<file path="config.mk">
export PLATFORM = sky130hd
export DESIGN_NAME = lsu_lane_aligner
export DESIGN_NICKNAME = d
export VERILOG_FILES = /design/src/rtl/lsu_align_pkg.sv /design/src/rtl/lsu_align_decode.sv /design/src/rtl/lsu_store_steer.sv /design/src/rtl/lsu_load_extract.sv /design/src/rtl/lsu_lane_aligner.sv
export SDC_FILE = /design/constraint.sdc
export NUM_CORES = 1
export LEC_CHECK = 0
export CORE_UTILIZATION = 25
export CTS_CLUSTER_DIAMETER = 100
export CTS_CLUSTER_SIZE = 14
export DETAILED_ROUTE_END_ITERATION = 10
export HOLD_SLACK_MARGIN = 0.1
export MAX_ROUTING_LAYER = met4
export PLACE_DENSITY = 0.62
export REMOVE_ABC_BUFFERS = 1
export SETUP_SLACK_MARGIN = 0.3
export SLEW_MARGIN = 25
export SYNTH_ARGS = -nofsm -noshare
export SYNTH_HDL_FRONTEND = slang
export SYNTH_HIERARCHICAL = 1
export SYNTH_SLANG_ARGS = --single-unit
</file>
<file path="constraint.sdc">
create_clock -name clk -period 13.9 [get_ports clk]
set_input_delay 4.17 -clock clk [delete_from_list [all_inputs] [get_ports clk]]
set_output_delay 4.17 -clock clk [all_outputs]
set_load 0.05 [all_outputs]
</file>
<file path="src/rtl/lsu_align_pkg.sv">
package lsu_align_pkg;
  typedef enum logic [1:0] {
    SZ_BYTE = 2'b00,
    SZ_HALF = 2'b01,
    SZ_WORD = 2'b10,
    SZ_RSVD = 2'b11
  } acc_size_e;

  // context carried from request to load response
  typedef struct packed {
    logic [1:0] base;
    acc_size_e  size;
    logic       sext;
  } ld_ctx_t;
endpackage

</file>
<file path="src/rtl/lsu_align_decode.sv">
module lsu_align_decode
  import lsu_align_pkg::*;
#(
  parameter int LANES = 4,
  localparam int OFS_W = $clog2(LANES)
) (
  input  acc_size_e        size,
  input  logic [OFS_W-1:0] ofs,
  input  logic             big_endian,
  output logic             aligned,
  output logic [OFS_W-1:0] base,
  output logic [LANES-1:0] lane_mask
);
  logic [OFS_W:0] span;

  always_comb begin
    unique case (size)
      SZ_BYTE: begin aligned = 1'b1;                     span = (OFS_W+1)'(1); end
      SZ_HALF: begin aligned = ~ofs[0];                  span = (OFS_W+1)'(2); end
      SZ_WORD: begin aligned = (ofs == '0);              span = (OFS_W+1)'(LANES); end
      default: begin aligned = 1'b0;                     span = '0; end
    endcase
  end

  // big-endian placement mirrors the offset inside the word
  assign base = big_endian ? (OFS_W'(0) - span[OFS_W-1:0] - ofs) : ofs;

  always_comb begin
    for (int l = 0; l < LANES; l++)
      lane_mask[l] = (l >= int'(base)) && (l < int'(base) + int'(span));
  end
endmodule

</file>
<file path="src/rtl/lsu_store_steer.sv">
module lsu_store_steer #(
  parameter int LANES = 4,
  localparam int DW    = 8 * LANES,
  localparam int OFS_W = $clog2(LANES)
) (
  input  logic [DW-1:0]    wdata,
  input  logic [OFS_W-1:0] base,
  input  logic [LANES-1:0] lane_mask,
  input  logic             enable,
  output logic [LANES-1:0] be,
  output logic [DW-1:0]    lane_data
);
  logic [DW-1:0] shifted;

  assign shifted = wdata << {base, 3'b000};
  assign be      = enable ? lane_mask : '0;

  for (genvar g = 0; g < LANES; g++) begin : g_lane
    assign lane_data[8*g +: 8] = lane_mask[g] ? shifted[8*g +: 8] : 8'h00;
  end
endmodule

</file>
<file path="src/rtl/lsu_load_extract.sv">
module lsu_load_extract
  import lsu_align_pkg::*;
#(
  parameter int LANES = 4,
  localparam int DW = 8 * LANES
) (
  input  logic [DW-1:0] rdata,
  input  ld_ctx_t       ctx,
  output logic [DW-1:0] result
);
  logic [DW-1:0] shifted;

  assign shifted = rdata >> {ctx.base, 3'b000};

  always_comb begin
    unique case (ctx.size)
      SZ_BYTE: result = {{(DW-8){ctx.sext & shifted[7]}}, shifted[7:0]};
      SZ_HALF: result = {{(DW-16){ctx.sext & shifted[15]}}, shifted[15:0]};
      default: result = shifted;
    endcase
  end
endmodule

</file>
<file path="src/rtl/lsu_lane_aligner.sv">
module lsu_lane_aligner
  import lsu_align_pkg::*;
#(
  parameter int ADDR_W = 32,
  parameter int LANES  = 4,
  localparam int DW    = 8 * LANES,
  localparam int OFS_W = $clog2(LANES)
) (
  input  logic              clk,
  input  logic              rst_n,
  input  logic              big_endian,
  input  logic              req_valid,
  output logic              req_ready,
  input  logic              req_write,
  input  logic [1:0]        req_size,
  input  logic              req_signed,
  input  logic [ADDR_W-1:0] req_addr,
  input  logic [DW-1:0]     req_wdata,
  output logic              mem_valid,
  input  logic              mem_ready,
  output logic              mem_write,
  output logic [ADDR_W-1:0] mem_addr,
  output logic [LANES-1:0]  mem_be,
  output logic [DW-1:0]     mem_wdata,
  input  logic [DW-1:0]     mem_rdata,
  output logic              rsp_valid,
  output logic [DW-1:0]     ld_data,
  output logic              misalign_err
);
  acc_size_e        size_e;
  logic             acc_ok;
  logic [OFS_W-1:0] base;
  logic [LANES-1:0] lane_mask;
  logic             fire;
  logic             pend_vld;
  ld_ctx_t          pend_ctx;
  logic [DW-1:0]    ld_next;

  assign size_e = acc_size_e'(req_size);

  lsu_align_decode #(.LANES(LANES)) u_dec (
    .size      (size_e),
    .ofs       (req_addr[OFS_W-1:0]),
    .big_endian(big_endian),
    .aligned   (acc_ok),
    .base      (base),
    .lane_mask (lane_mask)
  );

  assign mem_valid = req_valid & acc_ok;
  assign req_ready = acc_ok ? mem_ready : 1'b1;
  assign mem_write = req_write;
  assign mem_addr  = {req_addr[ADDR_W-1:OFS_W], {OFS_W{1'b0}}};
  assign fire      = req_valid & req_ready;

  lsu_store_steer #(.LANES(LANES)) u_st (
    .wdata    (req_wdata),
    .base     (base),
    .lane_mask(lane_mask),
    .enable   (mem_valid),
    .be       (mem_be),
    .lane_data(mem_wdata)
  );

  lsu_load_extract #(.LANES(LANES)) u_ld (
    .rdata (mem_rdata),
    .ctx   (pend_ctx),
    .result(ld_next)
  );

  always_ff @(posedge clk) begin
    if (!rst_n) begin
      misalign_err <= 1'b0;
      pend_vld     <= 1'b0;
      pend_ctx     <= '0;
      rsp_valid    <= 1'b0;
      ld_data      <= '0;
    end else begin
      misalign_err <= fire & ~acc_ok;
      pend_vld     <= fire & acc_ok & ~req_write;
      if (fire & acc_ok & ~req_write)
        pend_ctx <= '{base: base, size: size_e, sext: req_signed};
      rsp_valid <= pend_vld;
      if (pend_vld) ld_data <= ld_next;
    end
  end
endmodule

</file>
Word level (Yosys, flattened, before mapping) --
Index checks and enable logic that the tools add are counted.
Word-level totals: input bits 105, output and inout port bits 105, word-level logic and storage cells 48, flip-flop bits (word level) 40
Operators by class: bitwise operators 10, shift operators 2, reductions and logical operators 6, $lt $le $gt $ge 7, equal/unequal tests 3, mux-type cells 10, $add $sub $neg 3
Operators by type and width (number):
- $lt A3 B32 Y1 const A | 2
- $pmux W32 S2 | 1
- $lt A1 B32 Y1 const A | 1
- $lt A2 B32 Y1 const A | 1
- $mux W8 | 4
- $shl A32 B5 Y32 | 1
- $shr A32 B5 Y32 | 1
- $pmux W3 S3 | 1
- $and A1 B1 Y1 | 7
- $logic_not A2 Y1 | 3
- $add A2 B3 Y4 | 1
- $eq A2 B1 Y1 const B | 2
- $ge A1 B2 Y1 const A | 2
- $mux W4 | 1
- $logic_and A1 B1 Y1 | 3
- $not A1 Y1 | 3
- $pmux W1 S3 | 1
- $eq A2 B2 Y1 const B | 1
- $ge A2 B2 Y1 const A | 1
- $mux W2 | 1
- $sub A1 B2 Y2 const A | 1
- $sub A2 B2 Y2 | 1
- $mux W1 | 1

Depth between registers and ports, before layout --
depth in word-level cells 9, gate-level depth with buffers 14, depth with buffers taken out 13

Modules after synthesis --
Netlist, hierarchy kept.
By module, submodules not included:
- lsu_lane_aligner | cells an instance 170, area an instance 1809.2 sq um, seq. area each 800.8 sq um, instances 1
- lsu_load_extract | cells an instance 106, area an instance 808.3 sq um, seq. area each 0.0 sq um, instances 1
- lsu_store_steer | cells an instance 88, area an instance 671.9 sq um, seq. area each 0.0 sq um, instances 1
- lsu_align_decode | cells an instance 29, area an instance 241.5 sq um, seq. area each 0.0 sq um, instances 1

Worst setup path before layout --
No wires, ideal clock.
kind input -> output, start input req_size[0], end output mem_wdata[30], path slack 2.621 ns, arrival 7.109 ns, data required time 9.730 ns, stages 11, path buffers 1, cells stage by stage or2_2 > ha_1 > nand2b_1 > mux2i_4 > xor2_4 > inv_1 > fa_1 > mux2i_1 > nand2b_1 > buf_1 > o22ai_1
On the way: cells in the longest elaborated chain, start to end 8, elaborated cells between the ends (all ways) 11
Ends and longest elaborated chain:
- start, declared | line lsu_lane_aligner.sv:15 | input logic [1:0] req_size,
- $eq A2 B2 Y1 (tied with other cells) | line lsu_align_decode.sv:17 | unique case (size)
- $pmux W3 S3 (*) | line lsu_align_decode.sv:17
- $sub A1 B2 Y2 (*) | line lsu_align_decode.sv:26 | assign base = big_endian ? (OFS_W'(0) - span[OFS_W-1:0] - ofs) : ofs;
- $sub A2 B2 Y2 (*) | line lsu_align_decode.sv:26
- $mux W2 (*) | line lsu_align_decode.sv:26
- net base[1] | line lsu_lane_aligner.sv:32 | logic [OFS_W-1:0] base;
- $add A2 B3 Y4 (*) | line lsu_align_decode.sv:30 | lane_mask[l] = (l >= int'(base)) && (l < int'(base) + int'(span));
- $lt A3 B32 Y1 (*) | line lsu_align_decode.sv:30
- net lane_mask[3] | line lsu_lane_aligner.sv:33 | logic [LANES-1:0] lane_mask;
- $mux W8 (*) | line lsu_store_steer.sv:19 | assign lane_data[8*g +: 8] = lane_mask[g] ? shifted[8*g +: 8] : 8'h00;
- end, declared | line lsu_lane_aligner.sv:24 | output logic [DW-1:0] mem_wdata,
The timed path passes the listed nets; every way through them passes the cells marked *.

Final worst setup path --
start input req_size[0], end output mem_wdata[18]
On the way: cells in the longest elaborated chain, start to end 9, elaborated cells between the ends (all ways) 13
Ends and longest elaborated chain (line):
- $eq A2 B2 Y1 (tied with other cells) | lsu_align_decode.sv:17
- $pmux W3 S3 (*) | lsu_align_decode.sv:17
- $sub A1 B2 Y2 (*) | lsu_align_decode.sv:26
- $sub A2 B2 Y2 (*) | lsu_align_decode.sv:26
- $mux W2 (*) | lsu_align_decode.sv:26
- net base[1] | lsu_lane_aligner.sv:32
- $add A2 B3 Y4 | lsu_align_decode.sv:30
- $lt A3 B32 Y1 | lsu_align_decode.sv:30
- $logic_and A1 B1 Y1 (*) | lsu_align_decode.sv:30
- net lane_mask[2] | lsu_lane_aligner.sv:33
- $mux W8 (*) | lsu_store_steer.sv:19
Marked as above.

==> flow_summary.json <==
{
  "status": "finished clean",
  "rows": 43,
  "synth_top_area_cell": "dfxtp_1",
  "drt_iter0_drc": 130,
  "io_buffers": 147,
  "grt_pass1_wl_um": 17700,
  "ys_types": 46,
  "drt_pass1_iterations": 4,
  "synthSimpleGateAreaFrac_pct": 21.4,
  "die_h_um": 121,
  "clk_pin_slew_ps": 60,
  "routed_wl_um": 11600,
  "fin_crit_ps": 12790,
  "die_w_um": 121,
  "syn_to_final_growth_pct": 39.5,
  "routedWlPerCell_um": 17.3,
  "hp-start": "pend_ctx[0]$_SDFFE_PN0P_",
  "antenna_cells": 0,
  "ys_ff_latch": 40,
  "synth_xor_area_share_pct": 1.03,
  "synth_commonest_cells": "78 x mux2i_1, 42 x nor2b_1, 40 x dfxtp_1",
  "slew_headroom_pct": 42.9,
  "insertion_delay_ps": 280,
  "route.antenna.remaining_nets": 0,
  "setup_viol": 0,
  "cts_tree": "yes",
  "post-place-ws_ps": 1090,
  "rsz0062_at_grt": "false",
  "synthMuxAreaShare_pct": 23.6,
  "yosysWarningCount": 6,
  "gp_congestion": 0.791,
  "viasPerCell": 4.69,
  "ys_seq_area_share_pct": 22.7,
  "setup_ws_ps": 1110,
  "placed_cells": 663,
  "cts_buffers": 5,
  "worst_slew_pin_slew_ps": 853,
  "p_leak_nw": 1.70,
  "synth_compound_area_share_pct": 14.0,
  "syn_inst": 393,
  "synthArstFlopShare_pct": 0,
  "power_density_mw_per_mm2": 79.3,
  "io_pins": 210,
  "fin_cells": 672,
  "synth.area.top_cells": "dfxtp_1 23%, mux2i_1 22%, nor2b_1 7.4%",
  "hold_violations": 0,
  "slew_viol_final": 0,
  "synth_area_sq_mm": 0.00353,
  "startpoint": "req_size[0]",
  "synth_top_family_by_area": "multiplexers",
  "synth.top_cell.area_share_pct": 22.7,
  "skew_ps": 3.69,
  "cts-htree-levels": 2,
  "route.detailed.drc": 0,
  "yosys.area_share.adder_pct": 1.63,
  "grt_pass1_vias": 3293,
  "grt_max_degree": 46,
  "nets": 600,
  "via_count": 3150,
  "grt_overflow": 0,
  "critPathCaptureType": "output port",
  "synth-edff-count": 0,
  "initial_core_util_pct": 25.5,
  "post_cts_resized": 0,
  "cp.required_ps": 9730,
  "post_cts_buffers": 0,
  "drive_above_1_share_pct": 7.32,
  "synth_most_common_cell": "mux2i_1",
  "fin_crit_sh_pct": 92.0,
  "utilization_pct": 35.6,
  "cp_max_fo": 26,
  "synth_top_flop_cell": "dfxtp_1",
  "place.detailed.hpwl_um": 8860,
  "start_kind": "primary input",
  "arrival_ps": 8620,
  "die-area_sq_mm": 0.0146,
  "grt_usage_pct": 16.1,
  "core_area_sq_mm": 0.0138,
  "r2r_start": "pend_ctx[4]$_SDFFE_PN0P_",
  "cts_buffer_depth": 2,
  "vdd_drop_max_mv": 0.0457,
  "crit_type": "primary input to output port",
  "drv_cap": 0,
  "fmax_mhz": 78.2,
  "root_buffer": "clkbuf_16",
  "cts_hold_buf": 0,
  "syn_avg_cell_area_sq_um": 8.98,
  "hp-class": "flop to flop",
  "cts_sinks": 40,
  "antenna_found_initial": 0,
  "final.setup.tns_ps": 0
}
[critical path, stage by stage]
cell and delay (ps):
clkdlybuf4s50_1 510, or2_2 350, ha_1 190, nand2b_1 170, mux2i_4 210, xor2_4 150
buf_4 310, inv_1 100, fa_1 420, mux2i_1 390, a21oi_1 80, a21oi_1 520
and2_1 230, clkdlybuf4s50_1 810
[logic make-up after synthesis]
family | after synthesis
mux | 81
buf+inv | 68
xor+xnor | 2
fa+ha+maj | 4
simple gates | 126
flops | 40
compound gates | 71
other cells | 1
[flip-flops by register name, indices dropped and copies added (netlist names)]
register      flops
ld_data          32
pend_ctx          5
misalign_err      1
pend_vld          1
rsp_valid         1
[layer usage]
metal | up-vias | track usage [%] | wire [um]
met3 | 4 | 6.46 | 1200
met2 | 168 | 25.6 | 5250
met4 | 0 | 2.62 | 60
met5 | - | - | 0
met1 | 1447 | 19.5 | 5110
li1 | 1531 | - | -
[cell type report]
type	count	area, sq um
fillers	1404	8900
multi-input cells	286	2190
repair buffers	152	1530
flip-flops and latches	40	805
well taps	180	225
clock buffers	6	139
inverters	6	25.0
clock inverters	2	10.0
[metrics by stage]
stage	power [mW]	hold WS, ps	instance area (sq um)
2_1_floorplan	0.212	457	3010
3_3_place_gp	0.273	474	4750
3_5_place_dp	0.274	481	4750
4_1_cts	0.394	490	4900
5_1_grt	0.409	518	4930
6_report	0.391	485	4930
[power by group]
group | switching [mW] | total, mW | internal (mW)
Combinational | 0.0900 | 0.156 | 0.0656
Clock | 0.0467 | 0.118 | 0.0708
Sequential | 0.00187 | 0.117 | 0.116
Total | 0.139 | 0.391 | 0.252
[path summary, 6_finish.rpt]
| kind | end | slack (ps) | cells past startpoint |
|---|---|---|---|
| setup / recovery | mem_wdata[18] | 1110 | 14 |
| hold / removal | pend_ctx[0]$_SDFFE_PN0P_ | 480 | 2 |
| setup reg to reg | ld_data[17]$_SDFFE_PN0P_ | 11230 | 6 |
| hold reg to reg | pend_ctx[0]$_SDFFE_PN0P_ | 480 | 2 |
[cells in the final DEF, fill, tap and decap left out, types with 2 or more instances in the layout]
| cell type | netlist | routed |
|---|---|---|
| clkdlybuf4s50_1 | 0 | 147 |
| nand2_1 | 15 | 15 |
| o22ai_1 | 15 | 15 |
| o21a_1 | 2 | 2 |
| inv_1 | 5 | 5 |
| nor2_1 | 13 | 13 |
| mux2i_1 | 78 | 78 |
| nand2b_1 | 6 | 6 |
| a211oi_1 | 8 | 8 |
| ha_1 | 3 | 3 |
| or2_1 | 2 | 2 |
| a21boi_0 | 7 | 7 |
| o21ai_1 | 7 | 7 |
| nor2b_1 | 42 | 42 |
| or2_2 | 7 | 7 |
| o2bb2ai_1 | 8 | 8 |
| a21oi_1 | 17 | 17 |
| clkbuf_16 | 0 | 5 |
| nand3b_1 | 9 | 9 |
| buf_4 | 34 | 4 |
| clkinv_2 | 0 | 2 |
| and2_1 | 24 | 24 |
| o22ai_2 | 2 | 2 |
| conb_1 | 1 | 2 |
| dfxtp_1 | 40 | 39 |
| o21ai_0 | 3 | 2 |
No activity file was read; power rests on OpenSTA's default activity.
